==> config.mk <==
export PLATFORM = sky130hd
export DESIGN_NAME = e1_crc4_mf_align
export DESIGN_NICKNAME = d
export VERILOG_FILES = /design/src/rtl/crc4mf_pkg.sv /design/src/rtl/crc4mf_rst_sync.sv /design/src/rtl/crc4mf_hist.sv /design/src/rtl/crc4mf_align.sv /design/src/rtl/crc4mf_iw.sv /design/src/rtl/e1_crc4_mf_align.sv
export SDC_FILE = /design/constraint.sdc
export NUM_CORES = 1
export LEC_CHECK = 0
export BUFFER_PORTS_ARGS = -buffer_cell sky130_fd_sc_hd__buf_2
export CORE_MARGIN = 8
export CORE_UTILIZATION = 58
export DETAILED_ROUTE_END_ITERATION = 8
export PLACE_DENSITY = 0.84
export SLEW_MARGIN = 40
export SYNTH_ARGS = -nofsm -noshare
export SYNTH_HDL_FRONTEND = slang
export SYNTH_SLANG_ARGS = --single-unit
export TNS_END_PERCENT = 5
==> constraint.sdc <==
create_clock -name clk -period 1.95 [get_ports clk]
set_input_delay 0.0975 -clock clk [delete_from_list [all_inputs] [get_ports clk]]
set_output_delay 0.0975 -clock clk [all_outputs]
set_load 0.1 [all_outputs]
==> src/rtl/crc4mf_pkg.sv <==
package crc4mf_pkg;

  typedef enum logic [1:0] {
    ST_SEARCH  = 2'd0,
    ST_CONFIRM = 2'd1,
    ST_SYNCED  = 2'd2
  } mf_state_t;

  localparam int          SEQ_LEN    = 6;
  localparam logic [5:0]  MFAS_SEQ   = 6'b001011;
  localparam int          MF_FRAMES  = 16;
  localparam int          POS_W      = $clog2(MF_FRAMES);
  // frame number carrying the last sequence bit
  localparam int          LAST_SEQ_FR = 2 * SEQ_LEN - 1;

  // expected bit for an odd frame number inside the sequence span
  function automatic logic seq_bit(input logic [POS_W-1:0] fnum);
    int idx;
    idx = SEQ_LEN - 1 - int'(fnum[POS_W-1:1]);
    return MFAS_SEQ[idx];
  endfunction

endpackage

==> src/rtl/crc4mf_rst_sync.sv <==
module crc4mf_rst_sync #(
  parameter int STAGES = 2
) (
  input  logic clk,
  input  logic arst_n,
  output logic rst_n_sync
);

  logic [STAGES-1:0] chain_q;

  always_ff @(posedge clk or negedge arst_n) begin
    if (!arst_n) chain_q <= '0;
    else         chain_q <= {chain_q[STAGES-2:0], 1'b1};
  end

  assign rst_n_sync = chain_q[STAGES-1];

endmodule

==> src/rtl/crc4mf_hist.sv <==
// Sliding history of NFAS bit-1 values with fill tracking.
module crc4mf_hist #(
  parameter int             LEN     = 6,
  parameter logic [LEN-1:0] PATTERN = 6'b001011
) (
  input  logic clk,
  input  logic rst_n,
  input  logic clear,
  input  logic shift_en,
  input  logic bit_in,
  output logic match
);

  localparam int FILL_W = $clog2(LEN + 1);

  logic [LEN-1:0]    hist_q, hist_d;
  logic [FILL_W-1:0] fill_q, fill_d;
  logic [LEN-1:0]    window;

  assign window = {hist_q[LEN-2:0], bit_in};
  assign match  = shift_en && (fill_q >= FILL_W'(LEN - 1)) && (window == PATTERN);

  always_comb begin
    hist_d = hist_q;
    fill_d = fill_q;
    if (clear) begin
      hist_d = '0;
      fill_d = '0;
    end else if (shift_en) begin
      hist_d = window;
      if (fill_q < FILL_W'(LEN)) fill_d = fill_q + 1'b1;
    end
  end

  always_ff @(posedge clk or negedge rst_n) begin
    if (!rst_n) begin
      hist_q <= '0;
      fill_q <= '0;
    end else begin
      hist_q <= hist_d;
      fill_q <= fill_d;
    end
  end

endmodule

==> src/rtl/crc4mf_align.sv <==
// Search / confirm / synced state machine and multiframe position.
module crc4mf_align
  import crc4mf_pkg::*;
(
  input  logic             clk,
  input  logic             rst_n,
  input  logic             basic_ok,
  input  logic             frame_stb,
  input  logic             nfas_frame,
  input  logic             rx_bit,
  input  logic             cand_match,
  output logic             synced,
  output logic [POS_W-1:0] frame_pos
);

  localparam logic [POS_W-1:0] POS_AFTER = POS_W'(LAST_SEQ_FR + 1);
  localparam logic [POS_W-1:0] POS_LAST  = POS_W'(LAST_SEQ_FR);

  mf_state_t        st_q, st_d;
  logic [POS_W-1:0] pos_q, pos_d;
  logic             in_span;

  assign in_span = nfas_frame && pos_q[0] && (pos_q <= POS_LAST);

  always_comb begin
    st_d  = st_q;
    pos_d = pos_q;
    if (!basic_ok) begin
      st_d  = ST_SEARCH;
      pos_d = '0;
    end else if (frame_stb) begin
      unique case (st_q)
        ST_SEARCH: begin
          if (cand_match) begin
            st_d  = ST_CONFIRM;
            pos_d = POS_AFTER;
          end
        end
        ST_CONFIRM: begin
          pos_d = pos_q + 1'b1;
          if (in_span) begin
            if (rx_bit != seq_bit(pos_q)) begin
              // slide: the current NFAS frame may end a new candidate
              if (cand_match) begin
                st_d  = ST_CONFIRM;
                pos_d = POS_AFTER;
              end else begin
                st_d  = ST_SEARCH;
                pos_d = '0;
              end
            end else if (pos_q == POS_LAST) begin
              st_d = ST_SYNCED;
            end
          end
        end
        ST_SYNCED: pos_d = pos_q + 1'b1;
        default: begin
          st_d  = ST_SEARCH;
          pos_d = '0;
        end
      endcase
    end
  end

  always_ff @(posedge clk or negedge rst_n) begin
    if (!rst_n) begin
      st_q  <= ST_SEARCH;
      pos_q <= '0;
    end else begin
      st_q  <= st_d;
      pos_q <= pos_d;
    end
  end

  assign synced    = (st_q == ST_SYNCED);
  assign frame_pos = pos_q;

endmodule

==> src/rtl/crc4mf_iw.sv <==
// Interworking timer and non-CRC-4 far-end decision.
module crc4mf_iw #(
  parameter int TIMEOUT_FRAMES = 3200
) (
  input  logic clk,
  input  logic rst_n,
  input  logic basic_ok,
  input  logic frame_stb,
  input  logic crc_synced,
  input  logic auto_en,
  input  logic iw_clear,
  output logic far_no_crc4
);

  localparam int            TW    = $clog2(TIMEOUT_FRAMES);
  localparam logic [TW-1:0] LIMIT = TW'(TIMEOUT_FRAMES - 1);

  logic [TW-1:0] tmr_q, tmr_d;
  logic          far_q, far_d;
  logic          tick;

  assign tick = basic_ok && frame_stb && !crc_synced && !far_q;

  always_comb begin
    tmr_d = tmr_q;
    far_d = far_q;
    if (iw_clear) begin
      tmr_d = '0;
      far_d = 1'b0;
    end else begin
      if (!basic_ok) tmr_d = '0;
      else if (tick && tmr_q != LIMIT) tmr_d = tmr_q + 1'b1;
      if (tick && auto_en && tmr_q == LIMIT) far_d = 1'b1;
    end
  end

  always_ff @(posedge clk or negedge rst_n) begin
    if (!rst_n) begin
      tmr_q <= '0;
      far_q <= 1'b0;
    end else begin
      tmr_q <= tmr_d;
      far_q <= far_d;
    end
  end

  assign far_no_crc4 = far_q;

endmodule

==> src/rtl/e1_crc4_mf_align.sv <==
module e1_crc4_mf_align
  import crc4mf_pkg::*;
#(
  parameter int TIMEOUT_FRAMES = 3200
) (
  input  logic       clk,
  input  logic       rst_n,
  input  logic       basic_sync_n,
  input  logic       frame_stb,
  input  logic       nfas_frame,
  input  logic       rx_bit,
  input  logic       auto_iw_n,
  input  logic       iw_clear,
  output logic       crc_sync_n,
  output logic [3:0] mf_count,
  output logic       far_no_crc4,
  output logic       rx_crc4_en,
  output logic       tx_ebit_zero
);

  logic             rst_n_s;
  logic             basic_ok;
  logic             cand_match;
  logic             synced;
  logic [POS_W-1:0] frame_pos;
  logic             far;

  assign basic_ok = !basic_sync_n;

  crc4mf_rst_sync #(.STAGES(2)) rst_i (
    .clk        (clk),
    .arst_n     (rst_n),
    .rst_n_sync (rst_n_s)
  );

  crc4mf_hist #(.LEN(SEQ_LEN), .PATTERN(MFAS_SEQ)) hist_i (
    .clk      (clk),
    .rst_n    (rst_n_s),
    .clear    (!basic_ok),
    .shift_en (basic_ok && frame_stb && nfas_frame),
    .bit_in   (rx_bit),
    .match    (cand_match)
  );

  crc4mf_align align_i (
    .clk        (clk),
    .rst_n      (rst_n_s),
    .basic_ok   (basic_ok),
    .frame_stb  (frame_stb),
    .nfas_frame (nfas_frame),
    .rx_bit     (rx_bit),
    .cand_match (cand_match),
    .synced     (synced),
    .frame_pos  (frame_pos)
  );

  crc4mf_iw #(.TIMEOUT_FRAMES(TIMEOUT_FRAMES)) iw_i (
    .clk         (clk),
    .rst_n       (rst_n_s),
    .basic_ok    (basic_ok),
    .frame_stb   (frame_stb),
    .crc_synced  (synced),
    .auto_en     (!auto_iw_n),
    .iw_clear    (iw_clear),
    .far_no_crc4 (far)
  );

  assign crc_sync_n   = !synced;
  assign mf_count     = synced ? 4'(frame_pos) : 4'd0;
  assign far_no_crc4  = far;
  assign rx_crc4_en   = synced && !far;
  assign tx_ebit_zero = far;

endmodule

# After elaboration in Yosys (flattened, before gate mapping)
# Memory sizes are Yosys's and may differ from the RTL's.
# Index checks and enable logic that the tools add are counted.
# op_classes
n_addsub	4
n_lt_le_gt_ge	4
n_mux	28
eq_ne	11
reduce_logical	25
# ops
cell	count
$mux 12	3
$lt 32x5->1 const B	1
$mux 4	7
$add 12x1->12 const B	1
$eq 12x12->1 const B	1
$logic_and 1x1->1	12
$mux 2	6
$ne 12x12->1 const B	1
$pmux 4 s3	1
$mux 5	2
$mux 3	3
$reduce_bool 2->1	4
$eq 6x4->1 const B	1
$ne 3x2->1 const B	2
$pmux 2 s3	1
$mux 1	5
$reduce_and 5->1	1
$add 4x1->4 const B	1
$eq 4x4->1 const B	1
$le 4x4->1 const B	1
$logic_not 1->1	4
$ne 4x2->1 const B	1
$reduce_and 2->1	2
$sub 3x3->4 const A	1
other kinds (9)	9
# totals
mem_bits_ro	8
memories	1
in_bits	8
output_inout_bits	8
ff_bits	29
wordCells	80
# mem_list
memory	depth	width	rd	rd_ports_with_merged_regs	write_ports	line	source
(name not given)	8	1	1	0	0	crc4mf_pkg.sv:20	return MFAS_SEQ[idx];

# Longest topological paths before layout
# Gate-level depths: netlist (run 1).
# logic_depth
word_depth	11
depth_mapped	7
mapped_depth_nobuf	7

# Cells and area by module
# Synthesis (run 1) repeated with hierarchy kept, for this count alone.
# hier_totals
hier_cells	193
hier_area_um2	1828.0
# by_module_without_submodules
module	area_each_um2	instances	cells_each	seq_area_each_um2
crc4mf_iw	757.0	1	81	325.3
crc4mf_align	546.8	1	62	150.1
crc4mf_hist	404.1	1	37	200.2
e1_crc4_mf_align	66.3	1	10	0.0
crc4mf_rst_sync	53.8	1	3	50.0

# Worst setup path after synthesis (run 1)
# Ideal clock, no wire load.
# synth_timing
kind	register to output
startpoint	register align_i.st_q[0]
endpoint	output mf_count[2]
path_stages_with_launch	6
required_time_ns	1.852
t_arrival_ns	2.777
path_buffers	2
setup_slack_ns	-0.924
path_cell_list	dfrtp_1 clkbuf_1 nor2b_1 clkbuf_1 inv_1 nor2_1
# synth_between
elab_chain_cells	2
# synth_lines
element	line	source
start: declaration	crc4mf_align.sv:19	mf_state_t st_q, st_d;
start signal: assignment	crc4mf_align.sv:70	st_q <= st_d;
$eq 2x2->1	crc4mf_align.sv:75	assign synced = (st_q == ST_SYNCED);
$mux 4	e1_crc4_mf_align.sv:69	assign mf_count = synced ? 4'(frame_pos) : 4'd0;
end: declaration	e1_crc4_mf_align.sv:15	output logic [3:0] mf_count,
# Every way passes these cells.

# Final worst setup path (run 1)
# layout_timing
startpoint	register align_i.pos_q[2] (netlist: align_i.frame_pos[2])
endpoint	register align_i.pos_q[2] (netlist: align_i.frame_pos[2])
# layout_between
elab_chain_cells	10
elab_cells_between_ends	13
cone_classes	2 x add/sub; 1 x order compare; 1 x eq/ne; 7 x mux; 1 x reduce/logical; 1 x memory
# layout_lines
element	line	source
start: declaration	crc4mf_align.sv:20	logic [POS_W-1:0] pos_q, pos_d;
start signal: assignment	crc4mf_align.sv:71	pos_q <= pos_d;
$sub 3x3->4	crc4mf_pkg.sv:19	idx = SEQ_LEN - 1 - int'(fnum[POS_W-1:1]);
$mem_v2 8x1	-	
$mux 1 (implied by the code) (2 in a row)	crc4mf_pkg.sv:20	
$ne 1x1->1	crc4mf_align.sv:42	if (rx_bit != seq_bit(pos_q)) begin
$mux 4	crc4mf_align.sv:42	
$mux 4	crc4mf_align.sv:41	if (in_span) begin
$pmux 4 s3 *	crc4mf_align.sv:32	unique case (st_q)
$mux 4 *	crc4mf_align.sv:31	end else if (frame_stb) begin
$mux 4 *	crc4mf_align.sv:28	if (!basic_ok) begin
# Every way passes the cells marked *; elsewhere a longest branch is shown, timed or not. The select of a mux whose other input is x is not followed.
# A chain may end at the register's enable or synchronous reset.

==> metrics.yaml, run 1 <==
comb_power_share_pct: 8.6
cp.buffers_inverters: 0
viasPerCell: 6.00
setup_slack_ns: 0.0650
dr.pass1.iters: 4
place_congestion: 0.813
port_buffers: 15
antenna_cells: 0
power_switching_uw: 264
status: "finished clean"
syn_to_final_growth_pct: 20.3
tightest_slew_ns: 0.505
n_fill_cell: 196
crit_fanout: 6
drtIter0Drc: 114
ant_nets: 0
grt_pass1_wl_mm: 6.78
cts_max_level: 2
dp_hpwl_mm: 2.88
vias: 1477
min_path_type: "in2reg"
rsz0062_at_grt: "true"
syn_inst: 189
arrival_ns: 2.10
dpl-instance-area_um2: 1950
grt_max_degree: 28
syn-num-nets: 203
nNetsFinal: 229
synth-seq-cells: 29
worstPathRequired_ns: 2.17
critPathKind: "reg2reg"
maxCapViolCount: 0
drc: 0
cts_buffers: 5
clock_latency_ns: 0.32
fin_worst_skew_ns: 0.0110
synth_edf_count: 0
start_util_pct: 61.4
max_slew_margin_pct: 66.0
finalSetupViolations: 0
clkTransAtPathRegs_ns: 0.09
worst_setup_path_start_kind: "register"
async_flop_share_pct: 100
p_leak_nw: 0.890
rows: 19
drive_above_1_share_pct: 22.3
wl_per_cell_um: 16.2
grt_usage_pct: 16.7
power_frac_clock_pct: 34.4
slew_viol_final: 0
first_global_vias: 1519
overflow: 0
ys_seq_area_share_pct: 42.5
netlist-cell-type-count: 44
pre_cts_ws_ns: -0.0774
clockRootBuffer: "clkbuf_4"
ios: 16
internal_power_uw: 812
cpLargestDelayFamily: "compound AO/OA/AOI/OAI gates"
switching_share_pct: 24.6
synthFlopType: "dfrtp_1"
die_w_um: 70.2
power_mw: 1.08
antenna_found_initial: 0
clock.fmax_mhz: 531
final_cell_area_um2: 2050
crit_chain: "ha_1, nor4bb_1, mux2i_1, a221oi_2, a211oi_1, a211o_1"
slowest_stage: "dfrtp_2"
ir_worst_vdd_uv: 537
cp-end-kind: "register"
postSynthAreaPerCell_um2: 9.03
cts.path.max_buffers: 2
die_area_um2: 4930
fin_crit_ns: 1.89
dieHeight_um: 70.2
setup_tns_ns: 0
clock-sinks: 29
tritoncts: "built"
p_seq_share_pct: 57.0
max_stage_delay_ns: 0.46
wl_mm: 3.98
synth_area_um2: 1710
p_per_area_nw_per_um2: 524
finalCritPeriodShare_pct: 96.7
yosysWarnings: 0
coreArea_um2: 2780
final-hold-violation-count: 0
==> through the flow <==
step	hold slack [ns]	utilization, %	std cells
detailed placement	-0.115	70.2	237
finish	0.0847	73.8	246
CTS	0.0602	73.1	246
floorplan	-0.198	-	189
global placement	-0.117	70.2	237
global route	0.0748	73.8	246
==> worst register-to-register path, cell delays in order (launching register included) <==
cell	delay, ns
dfrtp_2	0.46
ha_1	0.25
nor4bb_1	0.29
mux2i_1	0.15
a221oi_2	0.29
a211oi_1	0.07
a211o_1	0.27
==> kinds of logic after synthesis <==
kind of cell             after synthesis  synth area share [%]
multiplexers                           2                  1.17
flip-flops                            29                  42.5
AO/OA/AOI/OAI                         26                  10.6
adder cells (fa/ha/maj)                6                  4.40
XOR/XNOR                              14                  7.18
AND/OR/NAND/NOR                       97                  30.2
other                                  1                 0.220
buffers and inverters                 14                  3.74
==> repair_timing <==
item	in CTS	in global routing
setup buffers	0	0
endpoints found under the hold margin	3	0
hold buffers	2	0
gates resized for setup	2	4
pin swaps	0	3
setup endpoints to repair	2	14
==> per-layer routing <==
metal	vias up	wire length, µm	part of all wire, %	track usage, %
li1	710	-	-	-
met5	-	0	0	0
met4	0	60	1.5	6.03
met3	8	195	4.9	4.24
met2	40	2080	52	28.9
met1	719	1650	41	19.2
==> Yosys cell counts (2+ instances only) <==
library cell | number | area share, %
a211oi_1 | 2 | 0.88
a21oi_1 | 13 | 3.8
a221oi_1 | 2 | 1.0
and2_1 | 5 | 1.8
clkbuf_1 | 7 | 1.5
dfrtp_1 | 29 | 43
ha_1 | 6 | 4.4
inv_1 | 5 | 1.1
mux2i_1 | 2 | 1.2
nand2_1 | 26 | 5.7
nand2b_1 | 5 | 1.8
nand3_1 | 7 | 2.1
nand3b_1 | 2 | 0.88
nand4_1 | 6 | 2.2
nor2_1 | 22 | 4.8
nor2b_1 | 4 | 1.5
nor3_1 | 5 | 1.5
nor4_1 | 2 | 0.73
or3_1 | 2 | 0.73
xnor2_1 | 2 | 1.0
xor2_1 | 12 | 6.2
==> layout by cell type, fill, tap and decap left out, types with 6 or more instances in the layout <==
master,synthesis,layout
nand3_1,7,7
nor2_1,22,20
nand2_1,26,26
ha_1,6,6
a21oi_1,13,12
xor2_1,12,12
buf_2,0,10
dfrtp_1,29,28
buf_4,1,11
nand4_1,6,6
==> area by class of cell <==
cell class	count	area, µm²	share of cell area (%)
multi-input combinational	146	957	46.6
sequential	29	727	35.4
timing repair buffer	28	253	12.3
clock buffer	7	55.1	2.68
tap	31	38.8	1.89
inverter	5	22.5	1.10
==> final timing paths <==
check                                     start                   end  slack [ns]  depth (start not counted)
max                        align_i.frame_pos[2]  align_i.frame_pos[2]        0.06                          6
max in group asynchronous      rst_i.chain_q[1]  align_i.frame_pos[2]        1.44                          1
min reg2reg                    rst_i.chain_q[1]      hist_i.fill_q[0]        0.23                          1
min                                   auto_iw_n      iw_i.far_no_crc4        0.08                          4
min in group asynchronous                 rst_n      rst_i.chain_q[0]        0.09                          2
max reg2reg                align_i.frame_pos[2]  align_i.frame_pos[2]        0.06                          6
==> power by group through the flow <==
| stage | combinational [mW] | sequential [mW] | clock (mW) |
|---|---|---|---|
| 3_3_place_gp | 0.0831 | 0.625 | 0 |
| 5_1_grt | 0.103 | 0.614 | 0.403 |
| 3_5_place_dp | 0.0879 | 0.625 | 0 |
| 6_report | 0.0930 | 0.613 | 0.370 |
| 2_1_floorplan | 0.0501 | 0.632 | 0 |
| 4_1_cts | 0.0914 | 0.613 | 0.378 |
==> registers in the layout, indices dropped and copies added, names as in the netlist <==
register	cells
align_i.frame_pos	4
align_i.st_q	2
hist_i.fill_q	3
hist_i.hist_q	5
iw_i.far_no_crc4	1
iw_i.tmr_q	12
rst_i.chain_q	2
Power figures use the tool's default switching activity.
==> inputs of run 2 (changes only) <==
--- a/config.mk
+++ b/config.mk
@@ -7,3 +7,2 @@
 export LEC_CHECK = 0
-export BUFFER_PORTS_ARGS = -buffer_cell sky130_fd_sc_hd__buf_2
 export CORE_MARGIN = 8
@@ -11,3 +10,5 @@
 export DETAILED_ROUTE_END_ITERATION = 8
-export PLACE_DENSITY = 0.84
+export DONT_BUFFER_PORTS = 1
+export PLACE_DENSITY = 0.8
+export SETUP_SLACK_MARGIN = 0.1
 export SLEW_MARGIN = 40
--- a/constraint.sdc
+++ b/constraint.sdc
@@ -3,2 +3,2 @@
 set_output_delay 0.0975 -clock clk [all_outputs]
-set_load 0.1 [all_outputs]
+set_load 0.02 [all_outputs]
==> run 2 against run 1 <==
Compared with the run above:
- the flow now finishes with violations (negative setup slack)
- critical path type unchanged
- critical endpoint is now align_i.st_q[0]
- clock-buffer cell count is the same
- utilization is 0.45 points higher
- non-clock buffer count unchanged
- die area is the same
- clock skew grew 0.015 ns
- critical path depth is the same
- wire length is 5.9% higher
- fmax down 7.4%
==> metrics.yaml, run 2 (synthesis gave the netlist of run 1 again) <==
status: "finished with violations"
violations: "negative setup slack"
maxCapViolCount: 0  # unchanged
clkTransAtPathRegs_ns: 0.12  # +0.03 ns
vias: 1510  # +2.2%
dr.pass1.iters: 5  # +1
regMostFlops: "iw_i.tmr_q"
setup_slack_ns: -0.0850  # -0.150 ns
crit_fanout: 4  # -2
finalSetupViolations: 4  # +4
port_buffers: 0  # -15
ios: 16  # unchanged
place_congestion: 0.898  # +11%
final-hold-violation-count: 0  # unchanged
antenna_found_initial: 0  # unchanged
slew_viol_final: 0  # unchanged
hold_depth: 3  # -1
die_w_um: 70.2  # unchanged
critPathKind: "reg2reg"
worst_setup_path_start_kind: "register"
die_area_um2: 4930  # unchanged
nNetsFinal: 229  # unchanged
drc: 0  # unchanged
first_global_vias: 1545  # +1.7%
clock_latency_ns: 0.35  # +0.03 ns
drive_above_1_share_pct: 17.1  # -5.2 points
start_util_pct: 61.4  # unchanged
tritoncts: "built"
ir_worst_vdd_uv: 484  # -9.9%
final_cell_mix: "dfrtp_1 (27), nand2_1 (25), nor2_1 (22)"
worstPathRequired_ns: 2.23  # +0.06 ns
finalCritPeriodShare_pct: 104  # +7.7 points
layout.cells.non_filler: 247  # +0.41%
cts.path.max_buffers: 2  # unchanged
viasPerCell: 6.11  # +1.8%
drtIter0Drc: 102  # -11%
fin_crit_ns: 2.03  # +0.150 ns
rsz0062_at_grt: "true"
min_path_type: "in2reg"
p_per_area_nw_per_um2: 550  # +4.9%
grt_usage_pct: 16.8  # +0.14 points
cp-end-kind: "register"
overflow: 0  # unchanged
dp_cells: 222  # -6.3%
antenna_cells: 0  # unchanged
cts_buffers: 5  # unchanged
grt_max_degree: 20  # -29%
clock.fmax_mhz: 491  # -7.4%
coreArea_um2: 2780  # unchanged
power_mw: 1.14  # +5.5%
dp_hpwl_mm: 2.66  # -7.7%
wl_mm: 4.22  # +5.9%
postLayoutCoreUtil_pct: 74.3  # +0.45 points
arrival_ns: 2.32  # +0.22 ns
rows: 19  # unchanged
grt_pass1_wl_mm: 7.01  # +3.4%
final_common_cell: "dfrtp_1"
cts_max_level: 2  # unchanged
reg2reg_depth: 6  # unchanged
clock-sinks: 29  # unchanged
wl_per_cell_um: 17.1  # +5.5%
clockRootBuffer: "clkbuf_4"
ant_nets: 0  # unchanged
fin_worst_skew_ns: 0.0262  # +0.0151 ns
p_leak_nw: 0.894  # +0.46%
syn_to_final_growth_pct: 21.0
setup_tns_ns: -0.214  # -0.214 ns
largest_reg_flops: 12  # unchanged
dieHeight_um: 70.2  # unchanged
==> run 2: cell types whose count changed in the layout (fill, tap and decap cells not counted), moves of 2 or more <==
| cell | previous run | this run |
|---|---|---|
| dlygate4sd3_1 | 2 | 15 |
| buf_2 | 10 | 0 |
| buf_12 | 5 | 0 |
| buf_4 | 11 | 13 |
| nor2_1 | 20 | 22 |
| nor2_4 | 2 | 0 |
==> run 2: timing repair <==
| item | CTS | global route |
|---|---|---|
| hold buffers | 13 | 2 |
| pin swaps | 3 | 6 |
| resized for setup | 3 | 8 |
| hold endpoints to repair | 15 | 3 |
| setup buffers | 1 | 1 |
| setup endpoints to repair | 14 | 20 |
==> run 2: final cells by class <==
type	instances	area [µm²]
clock buffers	7	65.1
clock inverters	1	5.00
fillers	209	716
inverters	5	18.8
multi-input cells	146	962
flip-flops and latches	29	728
well taps	31	38.8
repair buffers	28	248
==> run 2: layer usage <==
| layer | GRT usage (%) | up-vias | wire, µm |
|---|---|---|---|
| li1 | - | 706 | - |
| met3 | 5.23 | 9 | 289 |
| met2 | 28.0 | 68 | 2150 |
| met4 | 7.59 | 0 | 72 |
| met5 | 0 | - | 0 |
| met1 | 19.2 | 727 | 1700 |
==> run 2: stage by stage <==
step           area [µm²]  hold WS (ns)  setup WS (ns)
2_1_floorplan        1710        -0.198          0.102
3_3_place_gp         1780        -0.198         0.0575
3_5_place_dp         1780        -0.198       -0.00945
4_1_cts              2000        -0.200         0.0613
5_1_grt              2070       0.00911         -0.183
6_report             2070        0.0172        -0.0850
==> run 2: power breakdown <==
part / switching [mW] / internal [mW]
Clock: 0.222 / 0.209
Sequential: 0.00924 / 0.608
Combinational: 0.0484 / 0.0390
==> run 2: worst max-delay path, stage by stage (launching register included) <==
cell	delay, ns
dfrtp_1	0.40
or4b_4	0.56
nor4_4	0.26
buf_4	0.18
nand2_1	0.06
a211oi_1	0.34
o21bai_1	0.17
==> run 2: worst paths after layout <==
kind | startpoint | end | slack (ns)
worst max-delay path | hist_i.hist_q[4] | align_i.st_q[0] | -0.08
worst min-delay path | frame_stb | align_i.frame_pos[1] | 0.02
worst max register to register | hist_i.hist_q[4] | align_i.st_q[0] | -0.08
worst min register to register | rst_i.chain_q[1] | hist_i.fill_q[2] | 0.11
max in group asynchronous | rst_i.chain_q[1] | align_i.frame_pos[3] | 1.22
min in group asynchronous | rst_i.chain_q[1] | hist_i.fill_q[2] | 0.11
